[src/rtl/oven_plant.sv]
module oven_plant #(
  parameter int W_PWR   = 13,
  parameter int W_TE    = 8,
  parameter int W_TOUT  = 12,
  parameter int FRAC    = 16,
  parameter int W_STATE = 32,
  parameter int TE_MIN  = 10,
  parameter int TE_MAX  = 30,
  parameter int K_HO    = 1790,
  parameter int K_LOSS  = 2560,
  parameter int SH_R    = 8,
  parameter int K_CH    = 33554,
  parameter int K_CO    = 16777,
  parameter int SH_C    = 24
) (
  input  logic                     clk,
  input  logic                     rst_n,
  input  logic                     ce,
  input  logic [W_PWR-1:0]         power,
  input  logic [W_TE-1:0]          te,
  output logic signed [W_TOUT-1:0] temp_out
);
  localparam int W_ACC = 2 * W_STATE;

  logic signed [W_STATE-1:0] th_q, to_q, th_nx, to_nx, te_fx, p_fx, to_mag;
  logic [W_STATE-1:0]        ip, tout_nx;
  logic [W_TE-1:0]           te_c;
  logic signed [W_ACC-1:0]   dh, dl, flow_h, flow_l, gain_h, gain_o;

  assign te_c = (te < W_TE'(TE_MIN)) ? W_TE'(TE_MIN) :
                (te > W_TE'(TE_MAX)) ? W_TE'(TE_MAX) : te;

  assign te_fx = $signed(W_STATE'(te_c)) <<< FRAC;
  assign p_fx  = $signed(W_STATE'(power)) <<< FRAC;

  assign dh     = W_ACC'(th_q) - W_ACC'(to_q);
  assign dl     = W_ACC'(to_q) - W_ACC'(te_fx);
  assign flow_h = (dh * W_ACC'(K_HO)) >>> SH_R;
  assign flow_l = (dl * W_ACC'(K_LOSS)) >>> SH_R;
  assign gain_h = ((W_ACC'(p_fx) - flow_h) * W_ACC'(K_CH)) >>> SH_C;
  assign gain_o = ((flow_h - flow_l) * W_ACC'(K_CO)) >>> SH_C;

  assign th_nx = th_q + W_STATE'(gain_h);
  assign to_nx = to_q + W_STATE'(gain_o);

  assign to_mag  = to_nx[W_STATE-1] ? -to_nx : to_nx;
  assign ip      = to_mag >> FRAC;
  assign tout_nx = to_nx[W_STATE-1] ? -ip : ip;

  always_ff @(posedge clk) begin
    if (!rst_n) begin
      th_q     <= te_fx;
      to_q     <= te_fx;
      temp_out <= W_TOUT'(te_c);
    end else if (ce) begin
      th_q     <= th_nx;
      to_q     <= to_nx;
      temp_out <= W_TOUT'(tout_nx);
    end
  end
endmodule

[config.mk]
export PLATFORM = sky130hd
export DESIGN_NAME = oven_plant
export DESIGN_NICKNAME = d
export VERILOG_FILES = /design/src/rtl/oven_plant.sv
export SDC_FILE = /design/constraint.sdc
export NUM_CORES = 2
export LEC_CHECK = 0
export CAP_MARGIN = 20
export CORE_ASPECT_RATIO = 1.75
export CORE_MARGIN = 2
export CORE_UTILIZATION = 28
export DETAILED_ROUTE_END_ITERATION = 12
export GPL_TIMING_DRIVEN = 0
export PLACE_DENSITY = 0.44
export SLEW_MARGIN = 20
export SYNTH_ARGS = -nofsm -noshare
export SYNTH_HDL_FRONTEND = slang
export SYNTH_SLANG_ARGS = --single-unit
export TNS_END_PERCENT = 100
[constraint.sdc]
create_clock -name clk -period 48.7 [get_ports clk]
set_clock_uncertainty 0.2 [all_clocks]
set_input_delay 9.74 -clock clk [delete_from_list [all_inputs] [get_ports clk]]
set_output_delay 9.74 -clock clk [all_outputs]
set_load 0.005 [all_outputs]
**After elaboration in Yosys (flattened, before gate mapping)**

Cells that the tools add are included.

- Add/sub/neg operators: 8
- $mul: 4
- $lt $le $gt $ge: 2
- Eq/ne operators: 1
- Mux-type cells: 10

Operators with widths:

| cell | count |
|---|---|
| 24-bit two-way mux | 4 |
| 32-bit by 31-bit adder with 32-bit output | 2 |
| 39-bit by 16-bit multiplier with 55-bit output, second input constant | 1 |
| 38-bit by 16-bit multiplier with 54-bit output, second input constant | 1 |
| 33-bit by 11-bit multiplier with 44-bit output, second input constant | 1 |
| 37-bit by 38-bit subtractor with 39-bit output | 1 |
| 30-bit by 37-bit subtractor with 38-bit output | 1 |
| 33-bit by 4-bit multiplier with 37-bit output, second input constant | 1 |
| 32-bit by 25-bit subtractor with 33-bit output | 1 |
| 32-bit by 32-bit subtractor with 33-bit output | 1 |
| 8-bit two-way mux | 4 |
| 28-bit two-way mux | 1 |
| 28-bit negation | 1 |
| 12-bit two-way mux | 1 |
| 12-bit negation | 1 |
| 8-bit by 5-bit > comparator with 1-bit output, second input constant | 1 |
| 8-bit by 4-bit less-than comparator with 1-bit output, second input constant | 1 |
| 2-bit by 1-bit inequality test with 1-bit output, second input constant | 1 |

- Flip-flop bits (word level): 76
- Input port bits: 24
- Output and inout bits: 12

**Logic depth before layout (Yosys ltp)**

- Depth in word-level cells: 14
- Mapped depth: 98

**Least setup slack after synthesis**

No wires, ideal clock.

- Path type: input port to flip-flop
- Start: in te[7]
- End: reg temp_out[6], data pin
- Setup time: 0.255 ns
- Arrival time: 24.023 ns
- Path slack: 24.222 ns
- Stages: 73
- Buffers on the path: 5
- Cell sequence: or3_1 > clkbuf_1 > nor3_1 > ha_1 > a21o_1 > a21o_1 > a21oi_1 > o21bai_1 > a21o_1 > a21o_1 > a211o_1 > xnor2_1 > ha_1 > ha_1 > or3_1 > o211ai_1 > nor2_1 > o21ai_0 > (+37 left out) > o211a_1 > nor2_1 > a21oi_1 > a21o_1 > a21o_1 > a21o_1 > xnor2_1 > or3_4 > and2_1 > buf_2 > buf_2 > nand2_1 > xor2_1 > ha_1 > o21ai_2 > mux2i_1 > xor2_1 > and2_1

- Longest elaborated chain between the ends: 14
- Elaborated cells on any way between the ends: 15
- Classes of those cells: add/sub: 5; mul: 2; order compare: 2; mux: 6

Ends and longest elaborated chain:

| item | RTL line | text |
|---|---|---|
| start, declared | 20 | `input logic [W_TE-1:0] te,` |
| 8-bit by 5-bit > comparator with 1-bit output | 31 | `(te > W_TE'(TE_MAX)) ? W_TE'(TE_MAX) : te;` |
| 8-bit two-way mux | 31 |  |
| 8-bit two-way mux (*) | 30 | `assign te_c = (te < W_TE'(TE_MIN)) ? W_TE'(TE_MIN) :` |
| 32-bit by 25-bit subtractor with 33-bit output | 37 | `assign dl = W_ACC'(to_q) - W_ACC'(te_fx);` |
| 33-bit by 4-bit multiplier with 37-bit output | 39 | `assign flow_l = (dl * W_ACC'(K_LOSS)) >>> SH_R;` |
| 37-bit by 38-bit subtractor with 39-bit output | 41 | `assign gain_o = ((flow_h - flow_l) * W_ACC'(K_CO)) >>> SH_C;` |
| 39-bit by 16-bit multiplier with 55-bit output | 41 |  |
| 32-bit by 31-bit adder with 32-bit output | 44 | `assign to_nx = to_q + W_STATE'(gain_o);` |
| 28-bit negation | 46 | `assign to_mag = to_nx[W_STATE-1] ? -to_nx : to_nx;` |
| 28-bit two-way mux | 46 |  |
| 12-bit negation | 48 | `assign tout_nx = to_nx[W_STATE-1] ? -ip : ip;` |
| 12-bit two-way mux | 48 |  |
| 8-bit two-way mux | 55 | `end else if (ce) begin` |
| 8-bit two-way mux (*) | 51 | `if (!rst_n) begin` |
| end signal, assigned | 54 | `temp_out <= W_TOUT'(te_c);` |
| end signal, assigned | 58 | `temp_out <= W_TOUT'(tout_nx);` |
| end, declared | 21 | `output logic signed [W_TOUT-1:0] temp_out` |

Every way passes the cells marked *; elsewhere a longest branch is shown, timed or not. The select of a mux whose other input is x is not followed.
A chain may end at the register's enable or synchronous reset.

**Worst setup path in the final report**

- Start: in te[7]
- End: reg temp_out[4], data pin

Same word-level chain as after synthesis.

==> qor.json <==
{
  "synthesis": {
    "ys_types": 101,
    "ys.flop_type": "dfxtp_1",
    "synthesis.area_sq_um": 36500,
    "async_reset_ff_share_pct": 0,
    "synth_seq_cells": 76,
    "synth-edff-count": 24,
    "synth_seq_area_share_pct": 4.82,
    "postSynthCellCount": 4183,
    "synth_warnings": 0,
    "synthesis.area_per_instance_sq_um": 8.73
  },
  "timing": {
    "tns_ns": 0,
    "slew_viol_final": 0,
    "unrepaired_setup_endpoints_after_global_routing": "no",
    "finalCritPeriodShare_pct": 57.2,
    "timing.final.setup_violations": 0,
    "hold_violations": 0,
    "highest_clock_frequency_the_design_can_meet_mhz": 35.9,
    "fin_crit_ns": 27.88,
    "worstMarginPinSlew_ns": 1.29,
    "relSlewSlack_pct": 13.4
  },
  "setup_path": {
    "critPathMaxStageDelay_ns": 1.04,
    "crit_slowest_cell": "a31oi_1",
    "worst_ep_required_time_ns": 48.58,
    "critPathBufInv": 9,
    "setup.worst_path.class": "primary input to register",
    "start_kind": "primary input",
    "arrival_ns": 27.76,
    "crit_fanout": 10,
    "path_delay_family": "compound AO/OA/AOI/OAI gates",
    "worstSetupEndpointType": "register"
  },
  "status": {
    "run_status": "finished clean"
  },
  "clock_network": {
    "post_cts.repair.setup_buffers": 0,
    "clk_transition_reported_paths_ns": 0.07,
    "h_tree_level_count": 3,
    "clk-insertion-delay-late_ns": 0.37,
    "tritoncts": "built",
    "cts.path.max_buffers": 2,
    "cts_root_buffer": "clkbuf_16",
    "cts-hold-fix-buffers": 0,
    "cts_resized": 0,
    "cts.sink_count": 76,
    "cts_made_buffers": 9
  },
  "drt": {
    "vias": 28600,
    "avgRoutedWirePerCell_um": 19.6,
    "detail-route-antenna-nets": 0,
    "drt_iter0_drc": 950,
    "vias_per_cell": 4.83,
    "totalWireLength_um": 116000,
    "drc": 0,
    "drt_pre_antenna_iters": 5
  },
  "finish": {
    "most_common_library_cell_in_the_layout_ignoring_fill_and_taps": "inv_1",
    "post_layout_nonfiller_instances": 5923,
    "nFillCells": 14100,
    "growth_of_design_area_from_synthesis_to_finish_pct": 8.34,
    "post_route_cells_drive_above_1_share_pct": 2.95,
    "nets": 5481,
    "antennaDiodeCount": 0,
    "layout.cells.most_common_list": "inv_1 (840), ha_1 (803), fa_1 (417)"
  },
  "worst_hold_path": {
    "hp-class": "register to register"
  },
  "die": {
    "io_pins": 36,
    "initial_utilization_pct": 28.2,
    "dieWidth_um": 277,
    "core_sq_um": 130000,
    "num_rows": 175,
    "chipHeight_um": 482,
    "die_area_sq_um": 134000
  },
  "placement": {
    "number_of_placed_instances_taps_included": 5906,
    "numPortBuffers": 35,
    "dp_hpwl_um": 103000,
    "routabilityCongestion": 0.871
  },
  "run": {
    "timing.max_cap.violations": 0
  },
  "grt": {
    "antenna_found_initial": 2,
    "grt-ovfl-total": 0,
    "grt_pass1_wl_um": 178000,
    "pin_count_of_the_biggest_net_entering_global_routing": 32,
    "grtUsageTotal_pct": 17.6,
    "first_global_vias": 30500
  }
}
[kinds of logic after synthesis]
logic type / synth area share [%]
fa+ha+maj: 50.5
mux: 1.27
other cells: 0.0103
simple gates: 10.5
flops: 4.82
xor+xnor: 8.96
buf+inv: 9.08
compound gates: 14.9
[cell type report]
cell class              instances  area, sq um  share of cell area (%)
inverters                     843         3160                    7.99
flip-flops and latches         76         1760                    4.45
well taps                    1681         2100                    5.31
clock buffers                  11          264                   0.667
clock inverters                 5         37.5                  0.0948
multi-input cells            3227        31700                    80.1
plain buffers                  39          159                   0.401
repair buffers                 41          405                    1.02
[through the flow]
| step | hold slack (ns) | worst slack, ns | util (%) | cell area (sq um) |
|---|---|---|---|---|
| after detailed placement | 0.292 | 20.75 | 30.3 | 39200 |
| after global placement | 0.285 | 20.08 | 30.1 | 39000 |
| after global routing | 0.347 | 20.23 | 30.5 | 39600 |
| after floorplan | 0.247 | 24.22 | - | 36500 |
| final | 0.291 | 20.82 | 30.5 | 39600 |
| after CTS | 0.301 | 21.06 | 30.5 | 39500 |
[worst min-delay path, cell delays in order, from the launching register on]
cell and delay, ns:
dfxtp_1 0.33, nand2_1 0.05, o21ai_0 0.06
[cell usage after synthesis, types with 21 or more instances]
master / instances / area share [%]
inv_1: 840 / 8.6
ha_1: 803 / 27
fa_1: 417 / 23
a21oi_1: 234 / 3.2
xnor2_1: 218 / 5.2
nor2_1: 205 / 2.1
nand2_1: 164 / 1.7
xor2_1: 154 / 3.7
a21o_1: 124 / 2.5
o21ai_0: 114 / 1.6
nor2b_1: 59 / 1.0
nand3_1: 58 / 0.79
nor3_1: 55 / 0.75
dfxtp_1: 52 / 2.8
o21a_1: 52 / 1.1
and2_1: 46 / 0.79
o21bai_1: 39 / 0.80
nand2b_1: 37 / 0.63
mux2i_1: 35 / 0.96
clkbuf_1: 31 / 0.32
nand4_1: 28 / 0.48
a211oi_1: 26 / 0.53
and3_1: 26 / 0.45
edfxtp_1: 24 / 2.0
or3_1: 24 / 0.41
o31ai_1: 22 / 0.45
a31oi_1: 21 / 0.36
[registers in the layout, indices dropped and copies added, names as in the netlist]
name / cells
temp_out: 12
to_q: 32
th_q: 32
[path summary, 6_finish.rpt]
path	startpoint	cells after the start	slack (ns)	end
max	te[7]	71	20.82	temp_out[4]$_DFFE_PP_
max reg2reg	to_q[1]$_SDFFE_PN0P_	94	24.79	temp_out[4]$_DFFE_PP_
min	th_q[24]$_SDFFE_PN0P_	2	0.29	th_q[24]$_SDFFE_PN0P_
min reg2reg	th_q[24]$_SDFFE_PN0P_	2	0.29	th_q[24]$_SDFFE_PN0P_
[metal layers]
| metal | part of all wire [%] | GRT usage, % |
|---|---|---|
| met3 | 1.0 | 0.620 |
| met5 | 0.011 | 0 |
| met1 | 34 | 16.5 |
| met2 | 57 | 36.8 |
| met4 | 7.5 | 11.0 |
Power is left out: the tool's default activity adds up to more than one toggle a clock period on the data nets, which glitch-free logic cannot reach.
